[config.mk]
export PLATFORM = sky130hd
export DESIGN_NAME = shiftadd_mul
export DESIGN_NICKNAME = d
export VERILOG_FILES = /design/src/rtl/shiftadd_mul_pkg.sv /design/src/rtl/shiftadd_mul_ctrl.sv /design/src/rtl/shiftadd_mul_adder.sv /design/src/rtl/shiftadd_mul_dp.sv /design/src/rtl/shiftadd_mul.sv
export SDC_FILE = /design/constraint.sdc
export NUM_CORES = 1
export LEC_CHECK = 0
export BUFFER_PORTS_ARGS = -buffer_cell sky130_fd_sc_hd__buf_2
export CAP_MARGIN = 10
export CORE_MARGIN = 2
export CORE_UTILIZATION = 52
export DETAILED_ROUTE_END_ITERATION = 8
export GPL_ROUTABILITY_DRIVEN = 0
export PLACE_DENSITY = 0.85
export SLEW_MARGIN = 30
export SYNTH_ARGS = -nofsm -noshare
export SYNTH_HDL_FRONTEND = slang
export SYNTH_SLANG_ARGS = --single-unit
[constraint.sdc]
create_clock -name clk -period 4 [get_ports clk]
set_input_delay 0.2 -clock clk [delete_from_list [all_inputs] [get_ports clk]]
set_output_delay 0.2 -clock clk [all_outputs]
set_load 0.01 [all_outputs]
[src/rtl/shiftadd_mul_pkg.sv]
// Package: shared types for the shift-add multiplier.
// Assumes nothing beyond a standard SystemVerilog compile order.
package shiftadd_mul_pkg;
    typedef enum logic [1:0] {
        ST_IDLE = 2'd0,
        ST_RUN  = 2'd1,
        ST_FIN  = 2'd2
    } mul_state_e;
endpackage

[src/rtl/shiftadd_mul_ctrl.sv]
// Controller: sequences load, WIDTH iterations and completion.
// Assumes WIDTH >= 2. start is ignored while in ST_RUN.
module shiftadd_mul_ctrl
    import shiftadd_mul_pkg::*;
#(
    parameter int WIDTH = 32
) (
    input  logic clk,
    input  logic rst_n,
    input  logic start,
    output logic load,
    output logic step,
    output logic busy,
    output logic fin
);
    localparam int CW = (WIDTH > 2) ? $clog2(WIDTH) : 1;
    localparam logic [CW-1:0] LAST = CW'(WIDTH - 1);

    mul_state_e    state_q, state_d;
    logic [CW-1:0] cnt_q;

    assign busy = (state_q == ST_RUN);
    assign fin  = (state_q == ST_FIN);
    assign load = start && !busy;
    assign step = busy;

    // Next-state selection for the iteration sequencer.
    always_comb begin
        state_d = state_q;
        if (load)
            state_d = ST_RUN;
        else if (busy && cnt_q == LAST)
            state_d = ST_FIN;
    end

    // State and iteration counter registers.
    always_ff @(posedge clk) begin
        if (!rst_n) begin
            state_q <= ST_IDLE;
            cnt_q   <= '0;
        end else begin
            state_q <= state_d;
            if (load)
                cnt_q <= '0;
            else if (busy)
                cnt_q <= cnt_q + 1'b1;
        end
    end

    // the counter never passes the final iteration index while running.
    a_r3_count_bound: assert property (@(posedge clk) disable iff (!rst_n)
        busy |-> (cnt_q <= LAST));

    // a running product keeps running until its last iteration, whatever start does.
    a_r6_run_continues: assert property (@(posedge clk) disable iff (!rst_n)
        (busy && cnt_q != LAST) |=> busy);

    // the last iteration leads straight to completion.
    a_r3_last_to_fin: assert property (@(posedge clk) disable iff (!rst_n)
        (busy && cnt_q == LAST) |=> fin);
endmodule

[src/rtl/shiftadd_mul_adder.sv]
// Conditional adder: adds the addend to the accumulator's upper half when
// enabled. The result is one bit wider than an operand, so the carry is kept.
module shiftadd_mul_adder #(
    parameter int WIDTH = 32
) (
    input  logic [WIDTH-1:0] upper,
    input  logic [WIDTH-1:0] addend,
    input  logic             en,
    output logic [WIDTH:0]   sum
);
    logic [WIDTH-1:0] gated;

    // Gate the addend with the tested bit, then form the carry-keeping sum.
    always_comb begin
        gated = en ? addend : '0;
        sum   = {1'b0, upper} + {1'b0, gated};
    end
endmodule

[src/rtl/shiftadd_mul_dp.sv]
// Datapath: multiplicand register plus the double-width accumulator that
// holds the multiplier in its low half and the growing product.
// Assumes load and step are never high together (ensured by the controller).
module shiftadd_mul_dp #(
    parameter int WIDTH = 32
) (
    input  logic               clk,
    input  logic               rst_n,
    input  logic               load,
    input  logic               step,
    input  logic [WIDTH-1:0]   mcand,
    input  logic [WIDTH-1:0]   mplier,
    output logic [2*WIDTH-1:0] acc
);
    localparam int PW = 2 * WIDTH;

    logic [WIDTH-1:0] mc_q;
    logic [PW-1:0]    acc_q;
    logic [WIDTH:0]   sum;

    shiftadd_mul_adder #(.WIDTH(WIDTH)) u_add (
        .upper (acc_q[PW-1:WIDTH]),
        .addend(mc_q),
        .en    (acc_q[0]),
        .sum   (sum)
    );

    // Accumulator and multiplicand: load, or add-and-shift per iteration.
    always_ff @(posedge clk) begin
        if (!rst_n) begin
            acc_q <= '0;
            mc_q  <= '0;
        end else if (load) begin
            acc_q <= {{WIDTH{1'b0}}, mplier};
            mc_q  <= mcand;
        end else if (step) begin
            acc_q <= {sum, acc_q[WIDTH-1:1]};
        end
    end

    assign acc = acc_q;

    // a load leaves the multiplier in the low half with the high half clear.
    a_r2_load_layout: assert property (@(posedge clk) disable iff (!rst_n)
        load |=> (acc_q == {{WIDTH{1'b0}}, $past(mplier)}));

    // each iteration moves the low bits down by exactly one place.
    a_r5_shift_low: assert property (@(posedge clk) disable iff (!rst_n)
        step |=> (acc_q[WIDTH-2:0] == $past(acc_q[WIDTH-1:1])));

    // without an add, no carry can reach the top bit.
    a_r4_no_add_no_carry: assert property (@(posedge clk) disable iff (!rst_n)
        (step && !acc_q[0]) |=> !acc_q[PW-1]);
endmodule

[src/rtl/shiftadd_mul.sv]
// Top: iterative unsigned multiplier, one add-and-shift iteration per clock.
// Assumes a synchronous active-low reset and a single-cycle start pulse.
module shiftadd_mul #(
    parameter int WIDTH = 32
) (
    input  logic                 clk,
    input  logic                 rst_n,
    input  logic                 start,
    input  logic [WIDTH-1:0]     mcand,
    input  logic [WIDTH-1:0]     mplier,
    output logic [2*WIDTH-1:0]   product,
    output logic                 done
);
    logic load, step, busy, fin;

    shiftadd_mul_ctrl #(.WIDTH(WIDTH)) u_ctrl (
        .clk  (clk),
        .rst_n(rst_n),
        .start(start),
        .load (load),
        .step (step),
        .busy (busy),
        .fin  (fin)
    );

    shiftadd_mul_dp #(.WIDTH(WIDTH)) u_dp (
        .clk   (clk),
        .rst_n (rst_n),
        .load  (load),
        .step  (step),
        .mcand (mcand),
        .mplier(mplier),
        .acc   (product)
    );

    assign done = fin;

    // reset clears completion and the accumulator.
    a_r1_reset_clear: assert property (@(posedge clk)
        !rst_n |=> (!done && product == '0));

    // completion and the result hold until a new start.
    a_r7_hold: assert property (@(posedge clk) disable iff (!rst_n)
        (done && !start) |=> (done && $stable(product)));

    // a start while finished clears completion on the next cycle.
    a_r7_restart: assert property (@(posedge clk) disable iff (!rst_n)
        (done && start) |=> !done);

    // done never shows while iterating.
    a_r6_not_done_busy: assert property (@(posedge clk) disable iff (!rst_n)
        busy |-> !done);
endmodule

==> impl_metrics.py <==
metrics = {
    "min_path": {
        "min_delay_path_depth": 3,
        "holdPathEnd": "u_dp.mc_q[25]",
        "hold_class": "input port to flop",
        "min_from": "mcand[25]",
    },
    "synth": {
        "yosys-top-cells-count": "nand2_1 (166), dfxtp_1 (103), a21oi_1 (44), clkbuf_1 (44)",
        "yosysUniqueCellTypes": 56,
        "synth_area_um2": 5900,
        "synth_top_area_share_pct": 35.0,
        "synth_warnings": 0,
        "synth_edf_count": 0,
        "yosysMostFrequentCell": "nand2_1",
        "seq_area_frac_synth_pct": 35.0,
        "synth.ff_latch_count": 103,
        "synth_nets": 818,
        "postSynthAreaPerCell_um2": 8.24,
        "synthTopCellsByArea": "dfxtp_1 (35%), nand2_1 (11%), ha_1 (7.2%), mux2i_1 (5.4%), o211a_1 (5.4%)",
        "synth_flop_cell": "dfxtp_1",
        "synth-async-reset-ratio_pct": 0,
        "yosysTopAreaCell": "dfxtp_1",
        "syn_inst": 716,
    },
    "clocking": {
        "clock_path_buffers": 2,
        "cts.sinks": 103,
        "cts_buffers": 9,
        "clk_pin_slew_worst_paths_ns": 0.07,
        "insertion_delay_ns": 0.35,
        "cts_setup_buffers": 0,
        "cts_max_level": 3,
        "tritoncts": "built",
        "holdBufCountCts": 0,
        "post_cts_resized": 0,
        "clock-root-buffer": "clkbuf_16",
    },
    "global_route": {
        "antenna_found_initial": 0,
        "grt_pass1_wl_um": 24300,
        "first_global_vias": 5144,
        "grt_max_degree": 65,
        "track_usage_pct": 23.7,
        "grt_remaining_overflow": 0,
    },
    "route": {
        "via_per_inst": 5.62,
        "vias": 5410,
        "post-route-drc-count": 0,
        "wl_met1_um": 6450,
        "drt_iter0_drc": 271,
        "wl_um": 14700,
        "drtAntennaViolNets": 0,
        "routedWlPerCell_um": 15.2,
        "dr.pass1.iters": 5,
        "routed.top_layer": "met4",
        "wl_met3_um": 1040,
        "route.met2.wl_um": 6880,
    },
    "final_layout": {
        "drive_above_1_share_pct": 20.5,
        "n_fill_cell": 978,
        "syn_to_final_growth_pct": 17.5,
        "diodes": 0,
        "final_cells": 963,
        "layout.nets": 920,
    },
    "sta": {
        "drv_slew": 0,
        "relSlewSlack_pct": 59.9,
        "tightest_slew_ns": 0.601,
        "max_freq_mhz": 323,
        "setup_tns_ns": 0,
        "hold_viol": 0,
        "finalSetupViolations": 0,
        "period_needed_ns": 3.10,
        "rsz0062_at_grt": "no",
        "period_share_pct": 77.5,
        "skew_ns": 0.00958,
    },
    "floorplanning": {
        "die-area_um2": 12200,
        "rows": 38,
        "die_w_um": 111,
        "initial_core_util_pct": 53.9,
        "coreArea_um2": 10900,
        "chipHeight_um": 111,
        "ioPinCount": 132,
    },
    "setup_path": {
        "start_kind": "flop",
        "reg2reg_from": "u_dp.acc[0]",
        "crit_path_max_fanout": 15,
        "r2r_setup_slack_ns": 0.90,
        "critPathTopFamily": "compound AO/OA/AOI/OAI gates",
        "worstPathArrival_ns": 3.32,
        "cp_slowest_cell": "dfxtp_1",
        "slowest_delay_ns": 0.43,
        "crit_buf_inv": 0,
        "rr_endpoint": "u_dp.acc[57]",
        "path_class": "flop to flop",
        "crit_chain": "and2_1, ha_1, fa_1, a21o_2, a311oi_2, o31a_2, o21bai_4, a211o_4, a21oi_2, xor2_1, o21ai_1",
        "worst_setup_path_end_kind": "flop",
        "required_ns": 4.22,
        "worst-r2r-cell-count": 11,
    },
    "placed_design": {
        "dp_cells": 947,
        "io_buffers": 131,
        "dp_hpwl_um": 10800,
    },
    "pwr": {
        "p_leak_nw": 3.49,
        "power_per_cell_area_nw_per_um2": 347,
        "irDropWorstVdd_uv": 267,
    },
    "run": {
        "cap_violations": 0,
    },
    "run_status": {
        "status": "completed",
    },
}
-- worst max path at each step --
stage / depth (start not counted) / slack [ns] / to / from
finish: 11 / 0.90 / u_dp.acc[57] / u_dp.acc[0]
global route: 11 / 0.69 / u_dp.acc[57] / u_dp.acc[0]
global placement: 11 / 1.03 / u_dp.acc[57] / u_dp.acc[0]
CTS: 11 / 0.89 / u_dp.acc[57] / u_dp.acc[0]
floorplan: 12 / 1.10 / u_dp.acc[57] / u_dp.acc[0]
detailed placement: 11 / 0.93 / u_dp.acc[57] / u_dp.acc[0]
-- worst min-delay path: stages --
cell,delay [ns]
buf_2,0.09
nand2_1,0.04
a21boi_0,0.06
-- metal layers --
layer,track usage (%),vias to the layer above
met3,6.20,24
li1,-,2720
met1,29.6,2484
met5,0,-
met2,39.8,182
met4,7.58,0
-- kinds of logic (layout without fill, tap and decap cells) --
kind of cell	count (synthesis)	count (layout)	share of synthesized area (%)
AND/OR/NAND/NOR	272	272	20.6
AO/OA/AOI/OAI	194	194	23.7
flip-flops	103	103	35.0
buffers and inverters	52	159	3.56
adder cells (fa/ha/maj)	35	35	7.55
multiplexers	32	32	5.43
XOR/XNOR	28	28	4.16
-- flip-flops by register name, summed over array words and instances (netlist names) --
signal / cells
u_ctrl.state_q: 2
u_dp.acc: 64
u_ctrl.cnt_q: 5
u_dp.mc_q: 32
-- area by class of cell --
class	instances	area [um2]	area share [%]
inverter	3	11.3	0.162
multi-input combinational	561	3630	52.4
clock buffer	9	225	3.25
timing repair buffer	140	723	10.4
tap	140	175	2.53
sequential	103	2060	29.7
clock inverter	7	104	1.50
-- cells in the final DEF, fill, tap and decap left out, types with 9 or more instances in the layout --
cell	instances
nand2_1	166
buf_2	131
dfxtp_1	103
a21oi_1	44
and2_1	34
ha_1	34
a21boi_0	33
mux2i_1	32
o211a_1	32
nor2_1	25
o21ai_0	20
xnor2_1	15
xor2_1	13
nand3_1	12
o21ai_1	12
a21o_1	12
nand4_1	9
clkbuf_16	9
buf_4	9
-- power breakdown --
group          leakage (nW)  switching, mW  internal, mW
Combinational          2.49          0.172         0.132
Sequential            0.843         0.0417          1.08
Clock                 0.160          0.418         0.559
Total                  3.49          0.632          1.77
-- through the flow --
step / instance area, um2 / utilization, % / hold slack [ns] / setup WS, ns / power, mW
final: 6930 / 63.4 / 0.0902 / 0.901 / 2.40
after floorplan: 5900 / - / 0.345 / 1.10 / 1.33
after CTS: 6930 / 63.4 / 0.0848 / 0.893 / 2.41
after global placement: 6600 / 60.4 / 0.446 / 1.03 / 1.44
after detailed placement: 6600 / 60.4 / 0.454 / 0.932 / 1.45
after global routing: 6930 / 63.4 / 0.105 / 0.692 / 2.50
Note: power is estimated with default switching activity, not from simulation.
